## src/rtl/evt_pkg.sv

```systemverilog
package evt_pkg;
  typedef enum logic [1:0] {
    MD_TIMER = 2'd0,
    MD_CAPT  = 2'd1,
    MD_PWM1  = 2'd2,
    MD_PWM2  = 2'd3
  } evt_mode_e;
endpackage

```

## src/rtl/evt_rst_sync.sv

```systemverilog
module evt_rst_sync #(
  parameter int unsigned STAGES = 2
) (
  input  logic clk,
  input  logic arst_n,
  output logic srst_n
);
  logic [STAGES-1:0] sync_q;
  logic [STAGES-1:0] sync_d;

  always_comb begin
    sync_d = {sync_q[STAGES-2:0], 1'b1};
  end

  always_ff @(posedge clk or negedge arst_n) begin
    if (!arst_n) sync_q <= '0;
    else         sync_q <= sync_d;
  end

  assign srst_n = sync_q[STAGES-1];
endmodule

```

## src/rtl/evt_reg.sv

```systemverilog
module evt_reg
  import evt_pkg::*;
#(
  parameter int unsigned W = 16
) (
  input  logic         clk,
  input  logic         rst_n,
  input  evt_mode_e    mode,
  input  logic         wr_en,
  input  logic [W-1:0] wdata,
  input  logic         cap_trig,
  input  logic [W-1:0] count,
  output logic [W-1:0] q
);
  logic [W-1:0] val_q;
  logic [W-1:0] val_d;
  logic         val_en;
  logic         cap_take;
  logic         wr_take;

  always_comb begin
    cap_take = (mode == MD_CAPT) && cap_trig;
    wr_take  = (mode != MD_CAPT) && wr_en;
    val_en   = cap_take || wr_take;
    val_d    = cap_take ? count : wdata;
  end

  always_ff @(posedge clk or negedge rst_n) begin
    if (!rst_n)      val_q <= '0;
    else if (val_en) val_q <= val_d;
  end

  assign q = val_q;

  // a capture-mode write without a trigger keeps the held value
  p_capt_wr_ignored_r4: assert property (@(posedge clk) disable iff (!rst_n)
    (mode == MD_CAPT && wr_en && !cap_trig) |=> (q == $past(q)));

  // an accepted write lands in the value
  p_wr_loads_r2: assert property (@(posedge clk) disable iff (!rst_n)
    (mode != MD_CAPT && wr_en) |=> (q == $past(wdata)));
endmodule

```

## src/rtl/evt_cmp.sv

```systemverilog
module evt_cmp
  import evt_pkg::*;
#(
  parameter int unsigned W = 16
) (
  input  evt_mode_e    mode,
  input  logic [W-1:0] q,
  input  logic [W-1:0] count,
  input  logic [W-1:0] period,
  output logic         hit,
  output logic         bad
);
  localparam int unsigned WE = W + 1;

  logic [WE-1:0] target;
  logic          in_timer;

  always_comb begin
    in_timer = (mode == MD_TIMER);
    target   = {1'b0, q} + WE'(1);
    bad      = in_timer && (q >= period);
    hit      = in_timer && !bad && ({1'b0, count} == target);
  end
endmodule

```

## src/rtl/evt_flag.sv

```systemverilog
module evt_flag
  import evt_pkg::*;
(
  input  logic      clk,
  input  logic      rst_n,
  input  evt_mode_e mode,
  input  logic      hit,
  input  logic      bad,
  input  logic      cap_trig,
  input  logic      rd_en,
  input  logic      clr,
  input  logic      ien,
  output logic      flag,
  output logic      irq
);
  logic flag_q;
  logic flag_d;
  logic set_ev;
  logic clr_ev;

  always_comb begin
    set_ev = hit || ((mode == MD_CAPT) && cap_trig);
    clr_ev = clr || ((mode == MD_CAPT) && rd_en);
    if (set_ev)      flag_d = 1'b1;
    else if (clr_ev) flag_d = 1'b0;
    else             flag_d = flag_q;
  end

  always_ff @(posedge clk or negedge rst_n) begin
    if (!rst_n) flag_q <= 1'b0;
    else        flag_q <= flag_d;
  end

  assign flag = flag_q;
  assign irq  = flag_q && ien;

  // capture-mode read with no trigger clears the flag
  p_rd_clears_r5: assert property (@(posedge clk) disable iff (!rst_n)
    (mode == MD_CAPT && rd_en && !cap_trig) |=> !flag);

  // a compare hit sets the flag
  p_hit_sets_r3: assert property (@(posedge clk) disable iff (!rst_n)
    hit |=> flag);

  // second PWM mode never raises the flag
  p_pwm2_quiet_r7: assert property (@(posedge clk) disable iff (!rst_n)
    (mode == MD_PWM2 && !flag) |=> !flag);

  // an unreachable compare value never raises the flag
  p_nobad_evt_r8: assert property (@(posedge clk) disable iff (!rst_n)
    (mode == MD_TIMER && bad && !flag) |=> !flag);
endmodule

```

## src/rtl/evt_pwm.sv

```systemverilog
module evt_pwm
  import evt_pkg::*;
#(
  parameter int unsigned W = 16
) (
  input  evt_mode_e    mode,
  input  logic [W-1:0] q,
  input  logic [W-1:0] count,
  output logic         pwm_p,
  output logic         pwm_n
);
  logic active;
  logic below;

  always_comb begin
    active = (mode == MD_PWM1);
    below  = (count < q);
    pwm_p  = active && below;
    pwm_n  = active && !below;
  end
endmodule

```

## src/rtl/evt_channel.sv

```systemverilog
module evt_channel
  import evt_pkg::*;
#(
  parameter int unsigned W        = 16,
  parameter int unsigned SYNC_STG = 2
) (
  input  logic         clk,
  input  logic         rst_n,
  input  logic [1:0]   mode,
  input  logic         wr_en,
  input  logic         rd_en,
  input  logic [W-1:0] wdata,
  output logic [W-1:0] rdata,
  input  logic [W-1:0] count,
  input  logic [W-1:0] period,
  input  logic         cap_trig,
  input  logic         ev_ien,
  input  logic         ev_clr,
  output logic         ev_flag,
  output logic         ev_irq,
  output logic         pwm_p,
  output logic         pwm_n,
  output logic         cmp_bad
);
  evt_mode_e    md;
  logic         srst_n;
  logic [W-1:0] val;
  logic         hit;
  logic         bad;

  assign md = evt_mode_e'(mode);

  evt_rst_sync #(.STAGES(SYNC_STG)) u_rst (
    .clk(clk), .arst_n(rst_n), .srst_n(srst_n)
  );

  evt_reg #(.W(W)) u_reg (
    .clk(clk), .rst_n(srst_n), .mode(md), .wr_en(wr_en), .wdata(wdata),
    .cap_trig(cap_trig), .count(count), .q(val)
  );

  evt_cmp #(.W(W)) u_cmp (
    .mode(md), .q(val), .count(count), .period(period), .hit(hit), .bad(bad)
  );

  evt_flag u_flag (
    .clk(clk), .rst_n(srst_n), .mode(md), .hit(hit), .bad(bad),
    .cap_trig(cap_trig), .rd_en(rd_en), .clr(ev_clr), .ien(ev_ien),
    .flag(ev_flag), .irq(ev_irq)
  );

  evt_pwm #(.W(W)) u_pwm (
    .mode(md), .q(val), .count(count), .pwm_p(pwm_p), .pwm_n(pwm_n)
  );

  assign rdata   = val;
  assign cmp_bad = bad;

  // interrupt follows flag and enable
  p_irq_gate_r9: assert property (@(posedge clk) disable iff (!srst_n)
    ev_irq == (ev_flag && ev_ien));

  // first PWM mode drives exactly one of the pair
  p_pwm_pair_r6: assert property (@(posedge clk) disable iff (!srst_n)
    (md == MD_PWM1) |-> $countones({pwm_p, pwm_n}) == 1);
endmodule

```

## config.mk

```make
export PLATFORM = sky130hd
export DESIGN_NAME = evt_channel
export DESIGN_NICKNAME = d
export VERILOG_FILES = /design/src/rtl/evt_pkg.sv /design/src/rtl/evt_rst_sync.sv /design/src/rtl/evt_reg.sv /design/src/rtl/evt_cmp.sv /design/src/rtl/evt_flag.sv /design/src/rtl/evt_pwm.sv /design/src/rtl/evt_channel.sv
export SDC_FILE = /design/constraint.sdc
export NUM_CORES = 1
export LEC_CHECK = 0
export BUFFER_PORTS_ARGS = -buffer_cell sky130_fd_sc_hd__buf_4
export CAP_MARGIN = 20
export CORE_ASPECT_RATIO = 0.9
export CORE_UTILIZATION = 40
export DETAILED_ROUTE_END_ITERATION = 8
export HOLD_SLACK_MARGIN = 0.02
export PLACE_DENSITY = 0.64
export SLEW_MARGIN = 20
export SYNTH_ARGS = -nofsm -noshare
export SYNTH_HDL_FRONTEND = slang
export SYNTH_SLANG_ARGS = --single-unit
```

## constraint.sdc

```tcl
create_clock -name clk -period 4.07 [get_ports clk]
set_input_delay 0.814 -clock clk [delete_from_list [all_inputs] [get_ports clk]]
set_output_delay 0.814 -clock clk [all_outputs]
set_load 0.05 [all_outputs]
```

==> results of run 1 <==
-- synth_stat cells, types with 2 or more instances --
cell | number | area [sq um]
nand2b_1 | 4 | 25.0
nand2_1 | 13 | 48.8
nor2b_1 | 3 | 18.8
nor2_1 | 23 | 86.3
mux2i_1 | 17 | 170
nand3b_1 | 2 | 15.0
nand4_1 | 8 | 50.1
a21o_1 | 6 | 45.0
o21bai_1 | 2 | 15.0
a2111oi_0 | 2 | 17.5
nor3_1 | 2 | 10.0
clkbuf_1 | 5 | 18.8
a31oi_1 | 4 | 25.0
inv_1 | 33 | 124
and3_1 | 2 | 12.5
ha_1 | 33 | 413
dfrtp_1 | 19 | 475
nor4_1 | 2 | 12.5
nand3_1 | 5 | 25.0
o21a_1 | 2 | 15.0
a211oi_1 | 2 | 15.0
a21oi_1 | 28 | 140
and2_1 | 3 | 18.8
or3_1 | 4 | 25.0
o21ai_0 | 9 | 45.0
xnor2_1 | 8 | 70.1
nor3b_1 | 2 | 15.0
nand4b_1 | 3 | 26.3
and4_1 | 3 | 26.3
xor2_1 | 9 | 78.8
o211ai_1 | 2 | 15.0
-- worst max-delay path, cell delays in order --
cell	delay, ns
buf_4	0.12
ha_1	0.25
nor2b_1	0.12
o21a_1	0.15
o21ai_0	0.15
a21oi_1	0.09
o31ai_1	0.34
a21oi_1	0.11
nor3b_1	0.22
buf_4	0.24
-- per-layer routing --
layer	wire length (um)	GRT usage (%)
met5	0	0
met4	16	1.79
met3	368	2.89
met2	2590	34.8
met1	2900	31.0
-- per-stage QoR --
step	cell area [sq um]	total power [uW]	hold slack, ns	worst slack [ns]
global placement	2840	740	0.337	0.715
floorplan	2200	582	0.213	0.183
finish	2890	887	0.304	0.631
detailed placement	2840	745	0.342	0.662
CTS	2890	896	0.297	0.637
global route	2890	962	0.292	0.436
-- worst paths after layout --
check,start,to,cells past startpoint
min reg2reg,u_rst.sync_q[1],u_reg.q[0],0
min in group clk,u_rst.sync_q[0],u_rst.sync_q[1],0
max in group asynchronous,u_rst.sync_q[1],u_reg.q[9],0
max,count[1],pwm_p,10
min,rst_n,u_rst.sync_q[0],1
max reg2reg,u_reg.q[0],u_flag.flag,9
-- power by group --
group          switching (uW)  internal, uW  leakage [uW]
logic                     268           198       0.00128
clock network            76.1          69.3     0.0000217
registers                61.8           214      0.000219
total                     406           481       0.00152
-- registers in the layout, summed over array words and instances, names as in the netlist --
name / flops
u_reg.q: 16
u_rst.sync_q: 2
u_flag.flag: 1
-- kinds of logic (layout without fill, tap and decap cells) --
group / count (synthesis) / after routing
xor gates and xnor gates: 17 / 17
adders and majority gates: 33 / 33
buffers and inverters: 40 / 115
muxes: 17 / 17
AOI/OAI and AO/OA: 64 / 64
DFF: 19 / 19
other: 1 / 1
and+or+nand+nor: 82 / 82
-- cell type report --
cell class | instances | area share (%)
multi-input combinational | 214 | 54.4
sequential | 19 | 16.5
clock buffer | 3 | 1.43
clock inverter | 1 | 0.260
inverter | 33 | 4.29
tap | 67 | 2.90
timing repair buffer | 78 | 20.3
-- placed cells by master (no fill, tap or decap), types with 2 or more instances in the layout --
cell type,n
mux2i_1,17
o21a_1,2
a211oi_1,2
nand3b_1,2
xor2_1,9
dfrtp_1,19
inv_1,33
buf_4,78
a2111oi_0,2
nand3_1,5
o21bai_1,2
nor2b_1,3
a31oi_1,4
nand4_1,8
nor2_1,23
o21ai_0,9
nor3b_1,2
nand4b_1,3
xnor2_1,8
or3_1,4
nor3_1,2
and4_1,3
nor4_1,2
and2_1,3
a21oi_1,28
a21o_1,6
clkbuf_8,3
nand2_1,12
nand2b_1,4
o211ai_1,2
and3_1,2
ha_1,33
==> metrics.csv, run 1 <==
stage;metric;value;unit
worst_setup_path;critical path type;input port to output pin;
outcome;status;finished clean;
grt;initial antenna violation count;0;
yosys;syn_nets;363;
final_layout;Post-Layout Cell Count;415;
sta;Fmax;291;MHz
sta;share of the clock period used by the worst path;84.5;%
detailed_routing;Routed Wire Length;5.88;mm
pwr;leakage power;0.00152;uW
final_layout;fin nets;439;
die;Die Height;72.3;um
sta;final hold violations;0;
clock_network;CTS clk-pin slew, worst paths;0.09;ns
detailed_routing;1st-iter DRT viols;88;
final_layout;final core utilization;54.6;%
sta;worst slew margin relative to its limit;48.5;%
pwr;Peak VDD IR;0.182;mV
place;IO Port Bufs;77;
yosys;Seq/Total Area, Yosys;21.6;%
yosys;mux cell area share after synthesis;7.74;%
worst_setup_path;crit-path max FO;3;
sta;final-report max-slew violation count;0;
yosys;#FFs+latches synth;19;
sta;RSZ-0062 raised after global routing;false;
yosys;Post-synth EDFFs;0;
yosys;Top FF cell, synth;dfrtp_1;
clock_network;worst-skew pair later-pin latency;0.27;ns
detailed_routing;final antenna-violating net count;0;
yosys;main combinational cell family by area after synthesis;simple AND/OR/NAND/NOR gates;
grt;vias in the first global route;2086;
run;Max Cap Viol;0;
sta;final setup fails;0;
detailed_routing;Vias per Instance;5.28;
yosys;post-synthesis xor/xnor area fraction;6.77;%
yosys;post-synthesis cell area;2200;sq um
clock_network;clock root cell;clkbuf_8;
yosys;Post-Synth Adder-Cell Area;18.8;%
clock_network;CTS buffer count;3;
final_layout;Area Growth Syn to Fin;31.4;%
min_path;Min-Delay Path Class;input port to asynchronous set/reset pin;
sta;worst slew pin tran;0.772;ns
die;area of the die;5800;sq um
clock_network;H-tree levels;1;
sta;clk_skew;0.00815;ns
detailed_routing;DRT Pass-1 Iters;4;
clock_network;Post-CTS Repair Setup Buffers;0;
pwr;cell area power density;307;nW/um^2
die;FP Rows;25;
yosys;Synth cell types;44;
worst_setup_path;Worst Setup Start Kind;input port;
detailed_routing;DRC viols;0;
worst_setup_path;Setup crit end kind;output pin;
grt;GRT overflow;0;
clock_network;# resized after CTS;0;
detailed_routing;Avg WL per Cell;14.2;um
grt;largest net degree at the start of global routing;34;
yosys;Synth Area in Simple Gates;20.1;%
clock_network;hold_buf cts;0;
yosys;Cells after Synth;273;
final_layout;fillers;518;
sta;setup TNS;0;ns
clock_network;Sinks on Clock Net;19;
final_layout;n_diodes;0;
place;Detailed Place HPWL;4.75;mm
clock_network;CTS tree;done;
grt;GRT Util Overall;21.3;%
die;Core ar.;5290;sq um
place;DP Cell Count;411;
grt;first-pass GRT wire length;9.76;mm
yosys;Compound-Gate Fraction of Synth Area;17.7;%
final_layout;layout cells sized above 1;24.1;%
detailed_routing;Vias;2190;
worst_setup_path;reg2reg setup slack;1.18;ns
die;num ports;78;
worst_setup_path;CP required;3.26;ns
yosys;Synth Warn #;0;
final_layout;Seq. cell area;475;sq um
place;placer congestion estimate;0.852;
final_layout;area of the multi-input gates;1570;sq um
sta;fin crit period;3.44;ns
die;Die X;80.1;um
yosys;average size of a mapped cell;8.05;sq um
clock_network;Clock Path Buffers;2;
worst_setup_path;CP arrival;2.63;ns
die;initial core utilization;41.6;%
yosys;Synth async-reset ratio;100;%
No activity file was read; power rests on OpenSTA's default activity.
==> inputs of run 2 (changes only) <==
clock period = 3.5 ns   (was 4.07 ns; I/O delays follow)
==> metrics.csv, run 2 (synthesis gave the netlist of run 1 again) <==
stage;metric;value;unit;change
final_layout;fin nets;443;;was 439
sta;RSZ-0062 raised after global routing;false;;unchanged
clock_network;Sinks on Clock Net;19;;unchanged
clock_network;CTS buffer count;3;;unchanged
pwr;leakage power;0.00154;uW;was 0.00152 uW
final_layout;layout cells sized above 1;25.0;%;was 24.1%
detailed_routing;Vias;2211;;was 2190
die;num ports;78;;unchanged
sta;Fmax;309;MHz;
clock_network;Clock Path Buffers;2;;unchanged
grt;GRT overflow;0;;unchanged
final_layout;Area Growth Syn to Fin;32.8;%;was 31.4%
sta;share of the clock period used by the worst path;92.4;%;
grt;first-pass GRT wire length;9.93;mm;was 9.76 mm
detailed_routing;max layer used;met4;;unchanged
final_layout;max FFs per register;16;;unchanged
worst_setup_path;cell mode on critical path;nand3_1;;
grt;vias in the first global route;2076;;was 2086
clock_network;# resized after CTS;0;;unchanged
die;Core ar.;5290;sq um;unchanged
detailed_routing;Avg WL per Cell;14.1;um;was 14.2 um
clock_network;Post-CTS Repair Setup Buffers;0;;unchanged
detailed_routing;met2 wire length;2.51;mm;was 2.59 mm
min_path;Min-Delay Path Class;input port to asynchronous set/reset pin;;unchanged
detailed_routing;Routed Wire Length;5.90;mm;was 5.88 mm
sta;worst slew margin relative to its limit;47.2;%;was 48.5%
worst_setup_path;Largest stage delay, worst path;0.54;ns;was 0.34 ns
worst_setup_path;Top delay family on crit path;compound AO/OA/AOI/OAI gates;;unchanged
sta;final setup fails;0;;unchanged
worst_setup_path;critical path type;register to output pin;;was input port to output pin
clock_network;worst-skew pair later-pin latency;0.27;ns;about the same
pwr;cell area power density;356;nW/um^2;was 307 nW/um^2
detailed_routing;DRT Pass-1 Iters;4;;unchanged
final_layout;commonest non-fill, non-tap cell in the layout;buf_4;;unchanged
pwr;Peak VDD IR;0.215;mV;was 0.182 mV
sta;fin crit period;3.23;ns;
sta;Hold WS;0.194;ns;was 0.304 ns
worst_setup_path;worst r2r path cells;9;;unchanged
clock_network;H-tree levels;1;;unchanged
outcome;status;finished clean;;unchanged
worst_setup_path;CP arrival;2.53;ns;was 2.63 ns
die;FP Rows;25;;unchanged
die;area of the die;5800;sq um;unchanged
sta;final-report max-slew violation count;0;;unchanged
worst_setup_path;Buf+Inv Stages, Crit Path;2;;unchanged
worst_setup_path;slowest cell on the critical path;dfrtp_1;;was o31ai_1
grt;initial antenna violation count;0;;unchanged
die;initial core utilization;41.6;%;unchanged
sta;setup TNS;0;ns;unchanged
worst_setup_path;CP cell instances;inv_1 > ha_1 > nand2b_1 > a2111oi_0 > o21ai_0 > nand3_1 > nand3_1 > nor3b_1 > buf_4;;was buf_4 > ha_1 > nor2b_1 > o21a_1 > o21ai_0 > a21oi_1 > o31ai_1 > a21oi_1 > nor3b_1 > buf_4
final_layout;Post-Layout Cell Count;419;;was 415
die;Die Height;72.3;um;unchanged
grt;GRT Util Overall;21.9;%;was 21.3%
detailed_routing;Vias per Instance;5.28;;about the same
final_layout;Seq. cell area;475;sq um;unchanged
worst_setup_path;Worst Setup Start Kind;register;;was input port
die;Die X;80.1;um;unchanged
detailed_routing;met3 wire len;380;um;was 368 um
run;Max Cap Viol;0;;unchanged
worst_setup_path;Worst path depth;9;;was 10
place;DP Cell Count;415;;was 411
final_layout;n_diodes;0;;unchanged
detailed_routing;1st-iter DRT viols;135;;was 88
place;IO Port Bufs;77;;unchanged
sta;clk_skew;0.00937;ns;was 0.00815 ns
final_layout;fillers;519;;was 518
worst_setup_path;crit-path max FO;8;;was 3
detailed_routing;final antenna-violating net count;0;;unchanged
clock_network;CTS clk-pin slew, worst paths;0.09;ns;about the same
clock_network;CTS tree;done;;unchanged
sta;final hold violations;0;;unchanged
detailed_routing;DRC viols;0;;unchanged
clock_network;clock root cell;clkbuf_8;;unchanged
final_layout;commonest non-fill, non-tap cells in the layout;buf_4, inv_1, ha_1, a21oi_1, nor2_1;;unchanged
final_layout;final core utilization;55.2;%;was 54.6%
worst_setup_path;CP required;2.80;ns;was 3.26 ns
detailed_routing;Metal-1 WL;2.97;mm;was 2.90 mm
final_layout;area of the multi-input gates;1570;sq um;about the same
clock_network;hold_buf cts;0;;unchanged
worst_setup_path;Setup crit end kind;output pin;;unchanged
grt;largest net degree at the start of global routing;20;;was 34
place;Detailed Place HPWL;4.88;mm;was 4.75 mm
sta;worst slew pin tran;0.791;ns;was 0.772 ns
place;placer congestion estimate;0.867;;was 0.852
==> run 2: layer usage <==
metal | global-route usage, % | up-vias
li1 | - | 1139
met1 | 34.5 | 1002
met2 | 31.9 | 66
met3 | 3.02 | 4
met4 | 3.17 | 0
met5 | 0 | -
==> run 2: per-stage QoR <==
stage / total power (uW) / setup slack [ns] / cell area (sq um)
2_1_floorplan: 678 / 0.00619 / 2200
4_1_cts: 1040 / 0.219 / 2920
3_5_place_dp: 874 / 0.362 / 2870
5_1_grt: 1120 / 0.0649 / 2920
3_3_place_gp: 871 / 0.409 / 2870
6_report: 1040 / 0.266 / 2920
==> run 2: final cells by class <==
cell class	count	area share (%)
Timing Repair Buffer	82	21.1
Clock inverter	1	0.257
Sequential cell	19	16.3
Inverter	33	4.24
Clock buffer	3	1.41
Tap cell	67	2.87
Multi-Input combinational cell	214	53.9
==> run 2: power by group <==
part | internal, uW | switching [uW] | total (uW)
Combinational | 238 | 317 | 555
Clock | 80.5 | 85.8 | 166
Sequential | 248 | 68.9 | 317
Total | 566 | 472 | 1040
==> run 2: final timing paths <==
kind	from	end	slack, ns
setup / recovery	u_reg.q[0]	cmp_bad	0.27
hold / removal	rst_n	u_rst.sync_q[1]	0.19
setup reg to reg	u_reg.q[0]	u_flag.flag	0.66
hold reg to reg	u_rst.sync_q[1]	u_reg.q[0]	0.33
max in group asynchronous	u_rst.sync_q[1]	u_flag.flag	2.66
min in group clk	u_rst.sync_q[0]	u_rst.sync_q[1]	0.36
==> inputs of run 3 (changes only) <==
ABC_AREA = 1   (was not set)
==> metrics.csv, run 3 <==
stage;metric;value;unit;change
yosys;most frequent cells after synthesis;nand2_1, inv_1, o21ai_0, ha_1, nor2_1;;was ha_1, inv_1, a21oi_1, nor2_1, dfrtp_1
place;DP Cell Count;513;;was 415
final_layout;final core utilization;53.4;%;was 55.2%
worst_setup_path;reg2reg setup slack;1.67;ns;was 0.66 ns
pwr;leakage power;0.00173;uW;was 0.00154 uW
sta;share of the clock period used by the worst path;81.5;%;was 92.4%
sta;worst slew margin relative to its limit;47.8;%;was 47.2%
grt;GRT overflow;0;;unchanged
yosys;most frequent cell after synthesis;nand2_1;;
clock_network;# resized after CTS;0;;unchanged
yosys;Synth area leaders;dfrtp_1, ha_1, nand2_1;;was dfrtp_1, ha_1, mux2i_1
clock_network;Sinks on Clock Net;19;;unchanged
worst_setup_path;Top delay family on crit path;flip-flops;;was compound AO/OA/AOI/OAI gates
worst_setup_path;CP arrival;2.15;ns;was 2.53 ns
place;placer congestion estimate;0.843;;was 0.867
final_layout;n_diodes;0;;unchanged
die;Core ar.;5690;sq um;was 5290 sq um
run;Max Cap Viol;0;;unchanged
clock_network;CTS clk-pin slew, worst paths;0.09;ns;about the same
detailed_routing;DRT Pass-1 Iters;6;;was 4
grt;vias in the first global route;2272;;was 2076
worst_setup_path;slowest cell on the critical path;dfrtp_1;;unchanged
yosys;Top FF cell, synth;dfrtp_1;;unchanged
sta;final-report max-slew violation count;0;;unchanged
clock_network;H-tree levels;1;;unchanged
die;num ports;78;;unchanged
yosys;post-synthesis cell area;2360;sq um;was 2200 sq um
sta;Hold WS;0.197;ns;was 0.194 ns
detailed_routing;DRC viols;1;;was 0
grt;first-pass GRT wire length;10.5;mm;was 9.93 mm
final_layout;max FFs per register;16;;unchanged
clock_network;CTS tree;done;;unchanged
clock_network;CTS buffer count;3;;unchanged
final_layout;Area Growth Syn to Fin;28.9;%;was 32.8%
place;Detailed Place HPWL;5.09;mm;was 4.88 mm
yosys;main combinational cell family by area after synthesis;simple AND/OR/NAND/NOR gates;;unchanged
yosys;Compound-Gate Fraction of Synth Area;16.1;%;was 17.7%
yosys;#FFs+latches synth;19;;unchanged
yosys;post-synthesis xor/xnor area fraction;5.57;%;was 6.77%
worst_setup_path;Worst Setup Start Kind;register;;unchanged
sta;fin crit period;2.85;ns;was 3.23 ns
clock_network;Post-CTS Repair Setup Buffers;0;;unchanged
yosys;Post-synth EDFFs;0;;unchanged
die;Die X;82.9;um;was 80.1 um
die;initial core utilization;41.4;%;was 41.6%
yosys;Seq/Total Area, Yosys;20.2;%;was 21.6%
outcome;violated checks;DRC;;
die;Die Height;74.8;um;was 72.3 um
sta;Fmax;350;MHz;was 309 MHz
worst_setup_path;critical path type;register to output pin;;unchanged
yosys;syn_nets;463;;was 363
sta;final setup fails;0;;unchanged
clock_network;worst-skew pair later-pin latency;0.26;ns;was 0.27 ns
sta;final hold violations;0;;unchanged
pwr;overall power;1010;uW;was 1040 uW
yosys;Cells after Synth;373;;was 273
detailed_routing;final antenna-violating net count;0;;unchanged
detailed_routing;Routed Wire Length;6.28;mm;was 5.90 mm
yosys;Synth cell types;25;;was 44
final_layout;Post-Layout Cell Count;517;;was 419
final_layout;fin nets;538;;was 443
yosys;mux cell area share after synthesis;0;%;was 7.74%
detailed_routing;Avg WL per Cell;12.1;um;was 14.1 um
yosys;post-synth top area share;20.2;%;was 21.6%
worst_setup_path;Buf+Inv Stages, Crit Path;2;;unchanged
grt;GRT Util Overall;20.9;%;was 21.9%
yosys;Synth Area in Simple Gates;26.8;%;was 20.1%
worst_setup_path;Setup crit end kind;output pin;;unchanged
yosys;Synth Warn #;0;;unchanged
final_layout;layout cells sized above 1;20.8;%;was 25.0%
place;IO Port Bufs;77;;unchanged
pwr;cell area power density;333;nW/um^2;was 356 nW/um^2
pwr;Peak VDD IR;0.174;mV;was 0.215 mV
clock_network;clock root cell;clkbuf_8;;unchanged
detailed_routing;Vias per Instance;4.88;;was 5.28
yosys;cell taking the most area after synthesis;dfrtp_1;;unchanged
yosys;Synth async-reset ratio;100;%;unchanged
outcome;status;finished, violations left;;was finished clean
detailed_routing;1st-iter DRT viols;225;;was 135
die;FP Rows;26;;was 25
yosys;Post-Synth Adder-Cell Area;17.5;%;was 18.8%
final_layout;fillers;593;;was 519
grt;largest net degree at the start of global routing;35;;was 20
worst_setup_path;Largest stage delay, worst path;0.54;ns;about the same
worst_setup_path;crit-path max FO;6;;was 8
final_layout;commonest non-fill, non-tap cell in the layout;nand2_1;;was buf_4
final_layout;commonest non-fill, non-tap cells in the layout;nand2_1, buf_4, inv_1, o21ai_0, ha_1;;was buf_4, inv_1, ha_1, a21oi_1, nor2_1
min_path;Min-Delay Path Class;input port to asynchronous set/reset pin;;unchanged
sta;clk_skew;0.00688;ns;was 0.00937 ns
grt;initial antenna violation count;0;;unchanged
sta;RSZ-0062 raised after global routing;false;;unchanged
die;area of the die;6200;sq um;was 5800 sq um
worst_setup_path;CP required;2.80;ns;about the same
worst_setup_path;CP cell instances;inv_2 > ha_1 > nand2_1 > o21ai_0 > nand4_1 > o211ai_1 > nand3_1 > a21oi_1 > buf_4;;was inv_1 > ha_1 > nand2b_1 > a2111oi_0 > o21ai_0 > nand3_1 > nand3_1 > nor3b_1 > buf_4
sta;worst slew pin tran;0.782;ns;was 0.791 ns
detailed_routing;Vias;2523;;was 2211
clock_network;Clock Path Buffers;2;;unchanged
yosys;average size of a mapped cell;6.32;sq um;was 8.05 sq um
clock_network;hold_buf cts;0;;unchanged
sta;setup TNS;0;ns;unchanged
## run 3: cell types whose count changed after synthesis, moves of 4 or more
cell      before  now
inv_1         33   74
nand2_1       13   84
o21ai_0        9   48
nand3_1        5   21
nand2b_1       4    0
nor2_2         0    4
or3_1          4    0
a21o_1         6    0
a31oi_1        4    0
a21oi_1       28   18
mux2i_1       17    0
## run 3: final cells by class
| type | instances | area [sq um] | share of cell area (%) |
|---|---|---|---|
| sequential | 19 | 475 | 15.6 |
| inverter | 76 | 285 | 9.39 |
| clock inverter | 1 | 5.00 | 0.165 |
| clock buffer | 3 | 41.3 | 1.36 |
| multi-input combinational | 270 | 1560 | 51.3 |
| tap | 70 | 87.6 | 2.88 |
| timing repair buffer | 78 | 586 | 19.3 |
## run 3: logic make-up after synthesis
group | after synthesis
and+or+nand+nor | 148
buffers and inverters | 84
AOI/OAI and AO/OA | 73
adders and majority gates | 33
DFF | 19
xor gates and xnor gates | 15
other | 1
## run 3: worst paths after layout
check,to,cells past startpoint,start
max,pwm_n,9,u_reg.q[3]
min,u_rst.sync_q[1],1,rst_n
max reg2reg,u_flag.flag,11,u_reg.q[1]
min reg2reg,u_reg.q[2],0,u_rst.sync_q[1]
max in group asynchronous,u_reg.q[12],0,u_rst.sync_q[1]
min in group clk,u_rst.sync_q[1],0,u_rst.sync_q[0]
## run 3: stage by stage
stage          worst slack [ns]  cell area, sq um
2_1_floorplan             0.424              2360
3_3_place_gp              0.777              2990
3_5_place_dp              0.747              2990
4_1_cts                   0.646              3040
5_1_grt                   0.465              3040
6_report                  0.646              3040
## run 3: layer usage
metal | global-route usage [%] | share of wire, % | up-vias
met3 | 2.19 | 4.0 | 2
li1 | - | - | 1334
met2 | 35.4 | 45 | 56
met1 | 29.3 | 50 | 1131
met4 | 4.60 | 0.64 | 0
met5 | 0 | 0 | -
## run 3: power by group
group	switching [uW]	leakage [uW]	internal [uW]
clock network	83.8	0.0000255	79.3
registers	64.2	0.000229	247
logic	330	0.00148	207
total	478	0.00173	533
## run 3: worst register-to-register path, delay by kind of cell, from the launching register on
family	cells	cell delay, ns
adders and majority gates	1	0.24
DFF	1	0.49
and+or+nand+nor	10	1.06
